## config.mk

```make
export PLATFORM = sky130hd
export DESIGN_NAME = pwr_mode_ctrl
export DESIGN_NICKNAME = d
export VERILOG_FILES = /design/src/rtl/pmc_pkg.sv /design/src/rtl/pmc_rst_qual.sv /design/src/rtl/pmc_state_fsm.sv /design/src/rtl/pmc_pin_mux.sv /design/src/rtl/pwr_mode_ctrl.sv
export SDC_FILE = /design/constraint.sdc
export NUM_CORES = 1
export LEC_CHECK = 0
export BUFFER_PORTS_ARGS = -buffer_cell sky130_fd_sc_hd__buf_2
export CAP_MARGIN = 10
export CORE_AREA = 4 4 41 43
export DETAILED_ROUTE_END_ITERATION = 16
export DIE_AREA = 0 0 45 47
export HOLD_SLACK_MARGIN = 0.06
export PLACE_DENSITY = 0.77
export RECOVER_POWER = 25
export SLEW_MARGIN = 20
export SYNTH_ARGS = -nofsm -noshare
export SYNTH_HDL_FRONTEND = slang
export SYNTH_HIERARCHICAL = 1
export SYNTH_SLANG_ARGS = --single-unit
```

## constraint.sdc

```tcl
create_clock -name clk -period 1.6 [get_ports clk]
set_input_delay 0.16 -clock clk [delete_from_list [all_inputs] [get_ports clk]]
set_output_delay 0.16 -clock clk [all_outputs]
set_load 0.01 [all_outputs]
```

## src/rtl/pmc_pkg.sv

```systemverilog
package pmc_pkg;
  typedef enum logic [1:0] {
    PM_RUN  = 2'd0,
    PM_IDLE = 2'd1,
    PM_DOWN = 2'd2
  } pm_state_e;

  typedef enum logic [1:0] {
    SEL_DATA  = 2'b00,
    SEL_BUS   = 2'b01,
    SEL_FLOAT = 2'b10
  } pin_sel_e;
endpackage

```

## src/rtl/pmc_rst_qual.sv

```systemverilog
module pmc_rst_qual #(
  parameter int QUAL_CNT = 24
) (
  input  logic clk,
  input  logic por_n,
  input  logic rst_pin,
  output logic rst_int
);
  localparam int CW = $clog2(QUAL_CNT + 1);

  logic [CW-1:0] hi_cnt;
  logic          rst_q;

  // hi_cnt counts the edges at which the pin was high; it saturates at the limit
  always_ff @(posedge clk or negedge por_n) begin
    if (!por_n) begin
      hi_cnt <= '0;
      rst_q  <= 1'b0;
    end else begin
      if (!rst_pin)
        hi_cnt <= '0;
      else if (hi_cnt != CW'(QUAL_CNT))
        hi_cnt <= hi_cnt + 1'b1;
      rst_q <= rst_pin && (hi_cnt >= CW'(QUAL_CNT - 1));
    end
  end

  assign rst_int = rst_q;
endmodule

```

## src/rtl/pmc_state_fsm.sv

```systemverilog
module pmc_state_fsm
  import pmc_pkg::*;
(
  input  logic      clk,
  input  logic      por_n,
  input  logic      rst_pin,
  input  logic      rst_int,
  input  logic      idle_req,
  input  logic      pd_req,
  input  logic      irq_pend,
  output pm_state_e state,
  output logic      ram_wr_inh
);
  pm_state_e st_q, st_d;
  logic      inh_q, inh_d;

  always_comb begin
    st_d = st_q;
    if (rst_int) begin
      st_d = PM_RUN;
    end else begin
      unique case (st_q)
        PM_RUN: begin
          if (pd_req)        st_d = PM_DOWN;
          else if (idle_req) st_d = PM_IDLE;
        end
        PM_IDLE: begin
          if (rst_pin || irq_pend) st_d = PM_RUN;
        end
        PM_DOWN: st_d = PM_DOWN;
        default: st_d = PM_RUN;
      endcase
    end
  end

  // The core wakes from light sleep as soon as the pin rises, and RAM
  // writes stay blocked until the qualified reset takes over.
  always_comb begin
    inh_d = inh_q;
    if (st_q == PM_IDLE && rst_pin && !rst_int)
      inh_d = 1'b1;
    else if (!rst_pin || rst_int)
      inh_d = 1'b0;
  end

  always_ff @(posedge clk or negedge por_n) begin
    if (!por_n) begin
      st_q  <= PM_RUN;
      inh_q <= 1'b0;
    end else begin
      st_q  <= st_d;
      inh_q <= inh_d;
    end
  end

  assign state      = st_q;
  assign ram_wr_inh = inh_q;
endmodule

```

## src/rtl/pmc_pin_mux.sv

```systemverilog
module pmc_pin_mux
  import pmc_pkg::*;
#(
  parameter int NUM_PORTS    = 4,
  parameter int ADDR_LO_PORT = 0,
  parameter int ADDR_HI_PORT = 2
) (
  input  pm_state_e                 state,
  input  logic                      rst_pin,
  input  logic                      code_ext,
  output logic                      cpu_clk_en,
  output logic                      per_clk_en,
  output logic                      osc_en,
  output logic                      pin_force,
  output logic                      ale_lvl,
  output logic                      psen_lvl,
  output logic [2*NUM_PORTS-1:0]    port_sel
);
  assign cpu_clk_en = (state == PM_RUN);
  assign per_clk_en = (state != PM_DOWN);
  // The reset pin restarts the oscillator so that it can be qualified
  assign osc_en     = (state != PM_DOWN) || rst_pin;
  assign pin_force  = (state != PM_RUN);
  assign ale_lvl    = (state == PM_IDLE);
  assign psen_lvl   = (state == PM_IDLE);

  for (genvar k = 0; k < NUM_PORTS; k++) begin : g_port
    localparam bit IS_LO = (k == ADDR_LO_PORT);
    localparam bit IS_HI = (k == ADDR_HI_PORT);
    pin_sel_e sel;
    always_comb begin
      sel = SEL_DATA;
      if (code_ext) begin
        if (IS_LO) begin
          sel = (state == PM_RUN) ? SEL_BUS : SEL_FLOAT;
        end else if (IS_HI) begin
          sel = (state == PM_DOWN) ? SEL_DATA : SEL_BUS;
        end
      end
    end
    assign port_sel[2*k +: 2] = sel;
  end
endmodule

```

## src/rtl/pwr_mode_ctrl.sv

```systemverilog
module pwr_mode_ctrl
  import pmc_pkg::*;
#(
  parameter int OSC_PER_MC   = 12,
  parameter int QUAL_MC      = 2,
  parameter int NUM_PORTS    = 4,
  parameter int ADDR_LO_PORT = 0,
  parameter int ADDR_HI_PORT = 2
) (
  input  logic                   clk,
  input  logic                   por_n,
  input  logic                   rst_pin,
  input  logic                   idle_req,
  input  logic                   pd_req,
  input  logic                   irq_pend,
  input  logic                   code_ext,
  output logic                   cpu_clk_en,
  output logic                   per_clk_en,
  output logic                   osc_en,
  output logic                   rst_int,
  output logic                   ram_wr_inh,
  output logic                   pin_force,
  output logic                   ale_lvl,
  output logic                   psen_lvl,
  output logic [2*NUM_PORTS-1:0] port_sel
);
  localparam int QUAL_CNT = OSC_PER_MC * QUAL_MC;

  pm_state_e state;

  pmc_rst_qual #(.QUAL_CNT(QUAL_CNT)) u_qual (
    .clk     (clk),
    .por_n   (por_n),
    .rst_pin (rst_pin),
    .rst_int (rst_int)
  );

  pmc_state_fsm u_fsm (
    .clk        (clk),
    .por_n      (por_n),
    .rst_pin    (rst_pin),
    .rst_int    (rst_int),
    .idle_req   (idle_req),
    .pd_req     (pd_req),
    .irq_pend   (irq_pend),
    .state      (state),
    .ram_wr_inh (ram_wr_inh)
  );

  pmc_pin_mux #(
    .NUM_PORTS    (NUM_PORTS),
    .ADDR_LO_PORT (ADDR_LO_PORT),
    .ADDR_HI_PORT (ADDR_HI_PORT)
  ) u_mux (
    .state      (state),
    .rst_pin    (rst_pin),
    .code_ext   (code_ext),
    .cpu_clk_en (cpu_clk_en),
    .per_clk_en (per_clk_en),
    .osc_en     (osc_en),
    .pin_force  (pin_force),
    .ale_lvl    (ale_lvl),
    .psen_lvl   (psen_lvl),
    .port_sel   (port_sel)
  );
endmodule

```

* Yosys cells after proc, flatten, opt, wreduce, memory -nomap -nowiden
Cells that the tools add are included.
** Cells by class
- $add $sub $neg :: 1
- Order comparisons :: 1
- Equality and inequality tests :: 7
- Mux-type cells :: 13
- Reductions and logical operators :: 12
** Operators by type and width (number)
- $mux 2 :: 7
- $mux 5 :: 2
- $pmux 2 s3 :: 1
- $add 5x1->5 const B :: 1
- $ge 5x5->1 const B :: 1
- $ne 5x5->1 const B :: 1
- $ne 4x3->1 const B :: 1
- $reduce_bool 2->1 :: 2
- $logic_and 1x1->1 :: 3
- $logic_or 1x1->1 :: 3
- $mux 1 :: 3
- $ne 3x1->1 const B :: 1
- $eq 2x1->1 const B :: 1
- $eq 2x2->1 const B :: 1
- $logic_not 1->1 :: 2
- $logic_not 2->1 :: 1
- $ne 2x1->1 const B :: 1
- $ne 2x2->1 const B :: 1
- $reduce_and 2->1 :: 1
** Word-level totals
- Register bits after elaboration :: 9
- Input bits :: 7
- Output and inout bits :: 16
- Logic and storage cells :: 38

* Depth between registers and ports, before layout
Gate-level depths: netlist of the first run.
- Word-level depth :: 4
- Gate-level depth with buffers :: 4
- Gate-level depth less buffers :: 4

* Modules after synthesis
The synthesis of the first run kept the hierarchy.
** By module, submodules not included
- pmc_rst_qual :: times used 1, cells each 30, area each 325.3 µm², seq. area each 150.1 µm²
- pmc_state_fsm :: times used 1, cells each 11, area each 133.9 µm², seq. area each 75.1 µm²
- pmc_pin_mux :: times used 1, cells each 15, area each 96.3 µm², seq. area each 0.0 µm²

* Least setup slack after synthesis of the first run
Ideal clock, no wire load.
- Path type :: flip-flop to flip-flop
- Start :: register u_fsm.st_q[0], in the netlist u_fsm/state[0]
- End :: register u_fsm.st_q[0], in the netlist u_fsm/state[0]
- Library setup time :: 0.087 ns
- Data arrival time :: 0.983 ns
- Required time :: 1.513 ns
- Path slack :: 0.530 ns
- Stages on the path, launching flop included :: 3
- Buffers on the path :: 0
- Period minus slack after synthesis :: 1.070 ns
- Cell sequence :: dfrtp_1 -> or3b_1 -> a211oi_2
** On the way
- Word-level cells in the longest chain between the ends :: 3
- Elaborated cells on any way between the ends :: 8
- Classes of those cells :: eq/ne: 4; mux: 2; reduce/logical: 2
** RTL lines
- start: declaration :: line pmc_state_fsm.sv:14 : pm_state_e st_q, st_d;
- start signal: assignment :: line pmc_state_fsm.sv:51 : st_q <= st_d;
- $eq 2x2->1 (tied with other cells) :: line pmc_state_fsm.sv:22 : unique case (st_q)
- $pmux 2 s3 (tied with other cells) :: line pmc_state_fsm.sv:22
- $mux 2 or $reduce_and 2->1 (tied branches)
Several ways; a longest one is shown, not always the timed one.
A chain may end at the register's enable or synchronous reset.

* Final worst setup path of the first run
- Start :: register u_fsm.st_q[0], in the netlist u_fsm/state[0]
- End :: output port osc_en
** On the way
- Word-level cells in the longest chain between the ends :: 2
** RTL lines
- $ne 2x2->1 :: line pmc_pin_mux.sv:22 : assign osc_en = (state != PM_DOWN) || rst_pin;
- $logic_or 1x1->1 :: line pmc_pin_mux.sv:22
- end: declaration :: line pwr_mode_ctrl.sv:19 : output logic osc_en,
Every way passes these cells.

==> flow_metrics.tcl, run 1 <==
set metrics [dict create \
    outcome "completed" \
    nFillCells 132 \
    utilization_pct 51.1 \
    clock-sinks 9 \
    leakagePower_nw 0.388 \
    drv_cap 0 \
    rsz0062_at_grt "no" \
    yosys-top-cells-count "dfrtp_1, buf_4, nand2_1" \
    core_region_area_um2 1300 \
    hold_path.class "in2reg" \
    post-synth-top-count-cell "dfrtp_1" \
    peakVddDrop_mv 0.487 \
    post_cts.repair.setup_buffers 0 \
    port_buffers 17 \
    viasPerCell 4.64 \
    synthDominantCellAreaShare_pct 40.5 \
    synth_edf_count 0 \
    ios 23 \
    seq_area_frac_synth_pct 40.5 \
    seq_area_um2 225 \
    final.setup.tns_ns 0 \
    met2_usage_pct 17.5 \
    fin_ws_ns 0.228 \
    synth-seq-cells 9 \
    fmax_ghz 0.729 \
    synthArstFlopShare_pct 100 \
    synth_area_um2 556 \
    power.net_switching_uw 117 \
    die_w_um 45 \
    finalNetCount 86 \
    grt_max_degree 13 \
    finalWeightedCongestion 0.773 \
    fp.dieH_um 47 \
    syn_inst 56 \
    comb_power_share_pct 12.0 \
    power_density_nw_per_um2 708 \
    hold_violations 0 \
    grt.busiest_layer "met2" \
    h-tree-depth 1 \
    area_growth_pct 19.6 \
    regToRegEndpoint "u_fsm/state[0]" \
    tritoncts "built" \
    initial_core_util_pct 42.7 \
    ant_nets 0 \
    holdWs_ns 0.170 \
    reg2reg_depth 2 \
    min_period_over_period_pct 85.7 \
    worstHoldPathCells 3 \
    route.detailed.drc 0 \
    cts_resized 0 \
    crit_fanout 7 \
    dr.first_iter.drc_count 5 \
    grt_pass1_vias 371 \
    path_clk_slew_ns 0.06 \
    num_antenna_cells 0 \
    numCtsBuffers 3 \
    cp-end-kind "output pin" \
    syn_avg_cell_area_um2 9.92 \
    root_buffer "clkbuf_4" \
    dieArea_um2 2120 \
    worst_setup_path_start_kind "flop" \
    synth-main-ff-cell "dfrtp_1" \
    hp-start "pd_req" \
    yosys_warnings 6 \
    critical_path_class "reg2out" \
    r2r_start "u_fsm/state[0]" \
    drive_gt1_share_pct 28.9 \
    ys_top_cells_by_area "dfrtp_1, buf_4, mux2i_1" \
    clk_path_buf_depth 2 \
    place_ws_ns 0.460 \
    dr.pass1.iters 4 \
    final_area_um2 664 \
    hold-path-endpoint "u_fsm/state[1]" \
    vias 422 \
    clkLatencyLatePin_ns 0.26 \
    clkPwrFrac_pct 36.5 \
    swShare_pct 24.8 \
    finalSetupViolCount 0 \
    antenna_found_initial 0 \
    fin_crit_ns 1.37 \
    met1_usage_pct 12.5 \
    yosys.area.top_type "dfrtp_1" \
    wl_per_cell_um 11.0 \
    finClkSkew_ns 0.000859 \
    synth.distinct_cells 22 \
    row_count 13 \
    cp_data_required_time_ns 1.44 \
    dpl.hpwl_um 778 \
    cp_data_arrival_time_ns 1.21 \
    grt_pass1_wl_um 1590 \
    internal-power_uw 354 \
    reg2reg_slack_ns 0.46 \
    grt_overflow 0 \
    grt_util_met3_pct 3.07 \
    wirelength_um 1000 \
    multi_input_area_um2 285 \
    grt_usage_pct 10.8 \
    slew_violations 0 \
    seqPwrFrac_pct 51.5 \
    place_area_um2 629 \
]
## layout by cell type, fill, tap and decap left out, drive strengths merged
cell type / synthesis / routed
buf: 6 / 16
dfrtp: 9 / 9
conb: 1 / 5
nand2: 5 / 5
clkbuf: 0 / 5
inv: 4 / 4
nand2b: 4 / 4
mux2i: 4 / 4
nor2b: 3 / 3
nor2: 3 / 3
or3b: 2 / 2
nor3: 2 / 2
and2: 2 / 2
nand3: 2 / 2
ha: 2 / 2
a211oi: 2 / 2
dlygate4sd3: 0 / 1
o211a: 1 / 1
or2: 1 / 1
nand4b: 1 / 1
xor2: 1 / 1
and3: 1 / 1
## kinds of logic after synthesis
logic type,after synthesis,synth area share (%)
AND/OR/NAND/NOR,26,29.3
buffers and inverters,10,10.8
flip-flops,9,40.5
multiplexers,4,7.21
AO/OA/AOI/OAI,3,5.41
adder cells (fa/ha/maj),2,4.50
other,1,0.675
XOR/XNOR,1,1.58
## stage by stage
step                power [mW]  instances
finish                   0.471         91
global placement         0.298         86
global route             0.506         91
CTS                      0.479         91
detailed placement       0.301         86
floorplan                0.286         60
## registers in the layout (all words and copies together) (netlist names)
name,count
u_qual/hi_cnt,5
u_qual/rst_int,1
u_fsm/state,2
u_fsm/ram_wr_inh,1
## repair_timing
item,CTS,global route
hold buffers,1,0
hold endpoints to repair,9,0
setup endpoints to repair,0,0
## power by group through the flow
stage	Combinational, mW	Clock (mW)	Sequential [mW]
3_5_place_dp	0.0545	0	0.247
2_1_floorplan	0.0413	0	0.245
4_1_cts	0.0571	0.179	0.242
6_report	0.0564	0.172	0.243
3_3_place_gp	0.0518	0	0.246
5_1_grt	0.0647	0.198	0.244
## worst max-delay path by stage
| stage | start | endpoint | slack, ns |
|---|---|---|---|
| 3_5_place_dp | u_fsm/state[0] | u_fsm/state[0] | 0.46 |
| 2_1_floorplan | u_fsm/state[0] | u_fsm/state[0] | 0.53 |
| 4_1_cts | u_fsm/state[0] | osc_en | 0.21 |
| 3_3_place_gp | u_fsm/state[0] | u_fsm/state[0] | 0.48 |
| 5_1_grt | u_fsm/state[0] | osc_en | 0.14 |
| 6_report | u_fsm/state[0] | osc_en | 0.23 |
## cell type report
cell class	instances	area share, %
well taps	15	2.82
repair buffers	18	14.1
clock buffers	4	3.95
inverters	4	2.26
multi-input cells	41	42.9
flip-flops and latches	9	33.9
## layer usage
| layer | vias up | wire, µm |
|---|---|---|
| met2 | 23 | 445 |
| met1 | 183 | 405 |
| li1 | 214 | - |
| met4 | 0 | 21 |
| met5 | - | 0 |
| met3 | 2 | 132 |
## worst max-delay path, cell delays in order (launching register included)
cell	delay (ns)
dfrtp_1	0.43
nand2b_1	0.19
or2_1	0.20
buf_2	0.13
Note: power is estimated with default switching activity, not from simulation.
==> run 2, diff against run 1 <==
CELL_PAD_IN_SITES_DETAIL_PLACEMENT = 1   (was unset)
CELL_PAD_IN_SITES_GLOBAL_PLACEMENT = 1   (was unset)
CORE_AREA = unset   (was 4 4 41 43)
CORE_MARGIN = 4   (was unset)
CORE_UTILIZATION = 35   (was unset)
CTS_CLUSTER_SIZE = 8   (was unset)
DIE_AREA = unset   (was 0 0 45 47)
PLACE_DENSITY = 0.86   (was 0.77)
SYNTH_HIERARCHICAL = unset   (was 1)
==> run 2 against run 1 <==
- final cell count is 1.1% lower
- clock-buffer cell count stayed put
- register-to-register slack worse by 0.03 ns
- hold slack better by 0.0080 ns
==> flow_metrics.tcl, run 2 <==
set metrics [dict create \
    drive_gt1_share_pct 28.0 \
    synthArstFlopShare_pct 100 \
    numCtsBuffers 3 \
    worst_setup_path_start_kind "flop" \
    outcome "completed" \
    grt_max_degree 13 \
    finalWeightedCongestion 0.777 \
    crit_slowest_cell "dfrtp_1" \
    yosys.area.top_type "dfrtp_1" \
    rsz0062_at_grt "no" \
    dieArea_um2 2220 \
    multi_input_area_um2 262 \
    drv_cap 0 \
    synth-seq-cells 9 \
    syn_avg_cell_area_um2 9.59 \
    wl_per_cell_um 12.8 \
    tritoncts "built" \
    swShare_pct 24.5 \
    utilization_pct 46.9 \
    fp.dieH_um 47.2 \
    holdBufCountCts 1 \
    ant_nets 0 \
    clock-sinks 9 \
    wirelength_um 1150 \
    grt_pass1_vias 447 \
    place_inst 85 \
    ys_top_cells_by_area "dfrtp_1, buf_4, mux2i_1" \
    route.detailed.drc 0 \
    cp_data_arrival_time_ns 1.27 \
    row_count 13 \
    dr.first_iter.drc_count 4 \
    syn_inst 56 \
    cts_resized 0 \
    synth_edf_count 0 \
    vias 438 \
    power.net_switching_uw 114 \
    slew_violations 0 \
    peakVddDrop_mv 0.498 \
    core_region_area_um2 1370 \
    grt_overflow 0 \
    final_cell_mix "buf_2, dfrtp_1, nand2_1, conb_1" \
    cp_data_required_time_ns 1.44 \
    yosys-top-cells-count "dfrtp_1, buf_4, nand2_1" \
    final_common_cell "buf_2" \
    final.setup.tns_ns 0 \
    ios 23 \
    cp-end-kind "output pin" \
    internal-power_uw 352 \
    h-tree-depth 1 \
    fmax_ghz 0.702 \
    finClkSkew_ns 0.00274 \
    area_growth_pct 19.3 \
    crit_fanout 6 \
    stdcell_count 90 \
    path_clk_slew_ns 0.06 \
    cp_cell_sequence "nand2b_1 > or2_2 > buf_2" \
    clkPwrFrac_pct 36.4 \
    root_buffer "clkbuf_4" \
    seqPwrFrac_pct 52.1 \
    seq_area_frac_synth_pct 42.0 \
    min_period_over_period_pct 89.1 \
    hold_path.class "in2reg" \
    num_antenna_cells 0 \
    nFillCells 171 \
    clk_path_buf_depth 2 \
    leakagePower_nw 0.366 \
    finalSetupViolCount 0 \
    antenna_found_initial 0 \
    viasPerCell 4.87 \
    clkLatencyLatePin_ns 0.26 \
    largest_reg_flops 5 \
    critical_path_class "reg2out" \
    synth_area_um2 537 \
    finalNetCount 85 \
    yosys_warnings 0 \
    dpl.hpwl_um 919 \
    initial_core_util_pct 39.3 \
    top_register "u_qual.hi_cnt" \
    post_cts.repair.setup_buffers 0 \
    dr.pass1.iters 4 \
    synthDominantCellAreaShare_pct 42.0 \
    synth.distinct_cells 22 \
    grt_pass1_wl_um 1920 \
    comb_power_share_pct 11.5 \
    seq_area_um2 225 \
    post-synth-top-count-cell "dfrtp_1" \
    port_buffers 17 \
    hold_violations 0 \
    fin_crit_ns 1.43 \
    die_w_um 47.2 \
    grt_usage_pct 12.7 \
    synth-main-ff-cell "dfrtp_1" \
    power_density_nw_per_um2 729 \
    crit_path_max_incr_delay_ns 0.41 \
]
[run 2: cell types whose count changed after synthesis, sizes merged]
cell	change
buf	+1
nor2b	-1
[run 2: layout make-up]
class / count / share of cell area (%)
multi-input combinational: 40 / 40.8
sequential: 9 / 35.2
timing repair buffer: 18 / 14.6
clock buffer: 4 / 4.10
tap: 15 / 2.93
inverter: 4 / 2.34
[run 2: metrics by stage]
stage	setup slack [ns]	total power, mW	hold WS (ns)	area, µm²
finish	0.175	0.467	0.178	641
global route	0.0988	0.503	0.199	641
CTS	0.149	0.481	0.170	642
detailed placement	0.413	0.300	0.0229	606
global placement	0.467	0.296	0.0177	606
floorplan	0.526	0.286	-0.136	552
[run 2: final timing paths]
path	depth (start not counted)	to	from	slack, ns
worst max-delay path	3	osc_en	u_fsm.state[0]	0.17
worst min-delay path	3	u_fsm.state[1]	pd_req	0.18
worst max register to register	4	u_qual.hi_cnt[2]	u_qual.hi_cnt[0]	0.43
worst min register to register	1	u_fsm.state[0]	u_qual.rst_int	0.49
max in group asynchronous	2	u_qual.hi_cnt[1]	por_n	0.90
min in group asynchronous	2	u_fsm.ram_wr_inh	por_n	0.37
[run 2: cells by family after synthesis]
group	count (synthesis)	synth area share, %
AO/OA/AOI/OAI	3	5.59
XOR/XNOR	1	1.63
adder cells (fa/ha/maj)	2	4.66
buffers and inverters	11	12.1
flip-flops	9	42.0
multiplexers	4	7.46
other	1	0.699
AND/OR/NAND/NOR	25	25.9
[run 2: power by group through the flow]
stage	Combinational, mW	Clock, mW	Sequential (mW)
finish	0.0537	0.170	0.243
global route	0.0612	0.197	0.245
floorplan	0.0411	0	0.245
global placement	0.0496	0	0.246
detailed placement	0.0535	0	0.247
CTS	0.0556	0.183	0.243
[run 2: critical path, delay by kind of cell, from the launching register on]
| kind | cells | cell delay [ns] |
|---|---|---|
| buffers and inverters | 1 | 0.14 |
| flip-flops | 1 | 0.41 |
| AND/OR/NAND/NOR | 2 | 0.45 |
[run 2: layer usage]
layer	up-vias	global-route usage (%)	share of wire [%]
met5	-	0	0
met1	203	12.7	39
met2	24	22.8	48
met4	0	3.31	0
li1	211	-	-
met3	0	6.90	13
==> run 3, diff against run 2 <==
PLACE_DENSITY = 0.85   (was 0.86)
RECOVER_POWER = unset   (was 25)
SYNTH_HIERARCHICAL = 1   (was unset)
==> run 3 against run 2 <==
- design area increased by 4.1%
- non-clock buffer count unchanged
- largest power group unchanged
- hold slack improved by 0.014 ns
- setup slack improved by 0.058 ns
- critical path depth unchanged
==> flow_metrics.tcl, run 3 (synthesis results as in run 1) <==
set metrics [dict create \
    critical_path_class "reg2out" \
    fp.dieH_um 47.8 \
    viasPerCell 4.85 \
    wl_per_cell_um 13.2 \
    path_clk_slew_ns 0.06 \
    grt_pass1_wl_um 1770 \
    grt_pass1_vias 412 \
    dr.pass1.iters 4 \
    row_count 14 \
    place_ws_ns 0.437 \
    port_buffers 17 \
    num_antenna_cells 0 \
    root_buffer "clkbuf_4" \
    die_w_um 47.8 \
    fmax_ghz 0.731 \
    final.setup.tns_ns 0 \
    antenna_found_initial 0 \
    final_area_um2 667 \
    worst_setup_path_start_kind "flop" \
    top_register "u_qual/hi_cnt" \
    post_cts.repair.setup_buffers 0 \
    rsz0062_at_grt "no" \
    reg2reg_slack_ns 0.43 \
    wirelength_um 1210 \
    grt_usage_pct 11.3 \
    grt_max_degree 13 \
    peakVddDrop_mv 0.519 \
    crit_fanout 7 \
    outcome "completed" \
    dieArea_um2 2290 \
    dr.first_iter.drc_count 8 \
    finalWeightedCongestion 0.762 \
    crit_start "u_fsm/state[0]" \
    finClkSkew_ns 0.000968 \
    core_region_area_um2 1510 \
    cp_data_required_time_ns 1.44 \
    place_area_um2 631 \
    tritoncts "built" \
    clkLatencyLatePin_ns 0.25 \
    final_cell_mix "buf_2, dfrtp_1, conb_1, nand2_1" \
    vias 446 \
    reg2reg_depth 4 \
    cp-end-kind "output pin" \
    nFillCells 189 \
    fin_ws_ns 0.233 \
    slew_violations 0 \
    clock-sinks 9 \
    grt_overflow 0 \
    numCtsBuffers 3 \
    leakagePower_nw 0.391 \
    h-tree-depth 1 \
    hold_path.class "in2reg" \
    power_density_nw_per_um2 705 \
    route.detailed.drc 0 \
    r2r_start "u_qual/hi_cnt[0]" \
    worstHoldPathCells 3 \
    finalSetupViolCount 0 \
    finalNetCount 86 \
    initial_core_util_pct 36.9 \
    cp_data_arrival_time_ns 1.21 \
    ant_nets 0 \
    min_period_over_period_pct 85.5 \
    drive_gt1_share_pct 30.3 \
    fin_crit_ns 1.37 \
    ios 23 \
    dpl.hpwl_um 999 \
    clk_path_buf_depth 2 \
    area_growth_pct 20.0 \
    drv_cap 0 \
    holdBufCountCts 1 \
    hold_violations 0 \
    cts_resized 0 \
    hp-start "irq_pend" \
    largest_reg_flops 5 \
    final_common_cell "buf_2" \
]
run 3: routing by layer:
metal	part of all wire, %	track usage, %	wire length [µm]
met1	40	12.8	478
met2	49	20.3	594
met3	11	2.26	133
met4	0.33	4.84	4
met5	0	0	0
run 3: path summary, 6_finish.rpt:
path	end
max in group asynchronous	u_qual/hi_cnt[4]
max	osc_en
min reg2reg	u_fsm/state[0]
min	u_fsm/state[0]
max reg2reg	u_qual/hi_cnt[2]
min in group asynchronous	u_qual/hi_cnt[0]
run 3: cell type report:
type                    instances  area [µm²]  area share, %
multi-input cells              41         285           42.8
flip-flops and latches          9         225           33.8
inverters                       4        15.0           2.25
clock buffers                   4        26.3           3.94
well taps                      16        20.0           3.00
repair buffers                 18        95.1           14.3
run 3: per-stage QoR:
stage | hold slack [ns] | std cells | util [%] | power [mW]
finish | 0.192 | 92 | 44.3 | 0.470
detailed placement | 0.0217 | 87 | 41.9 | 0.304
global route | 0.192 | 92 | 44.3 | 0.496
CTS | 0.190 | 92 | 44.3 | 0.477
global placement | 0.0224 | 87 | 41.9 | 0.299
floorplan | -0.136 | 60 | - | 0.286
run 3: report_power, final:
| part | leakage [nW] | switching (mW) | internal (mW) |
|---|---|---|---|
| clock | 0.0150 | 0.0734 | 0.0957 |
| sequential | 0.118 | 0.00971 | 0.234 |
| combinational | 0.258 | 0.0333 | 0.0244 |
run 3: critical path, stage by stage, from the launching register on:
cell      delay (ns)
dfrtp_1         0.43
nand2b_1        0.18
or2_1           0.21
buf_2           0.14
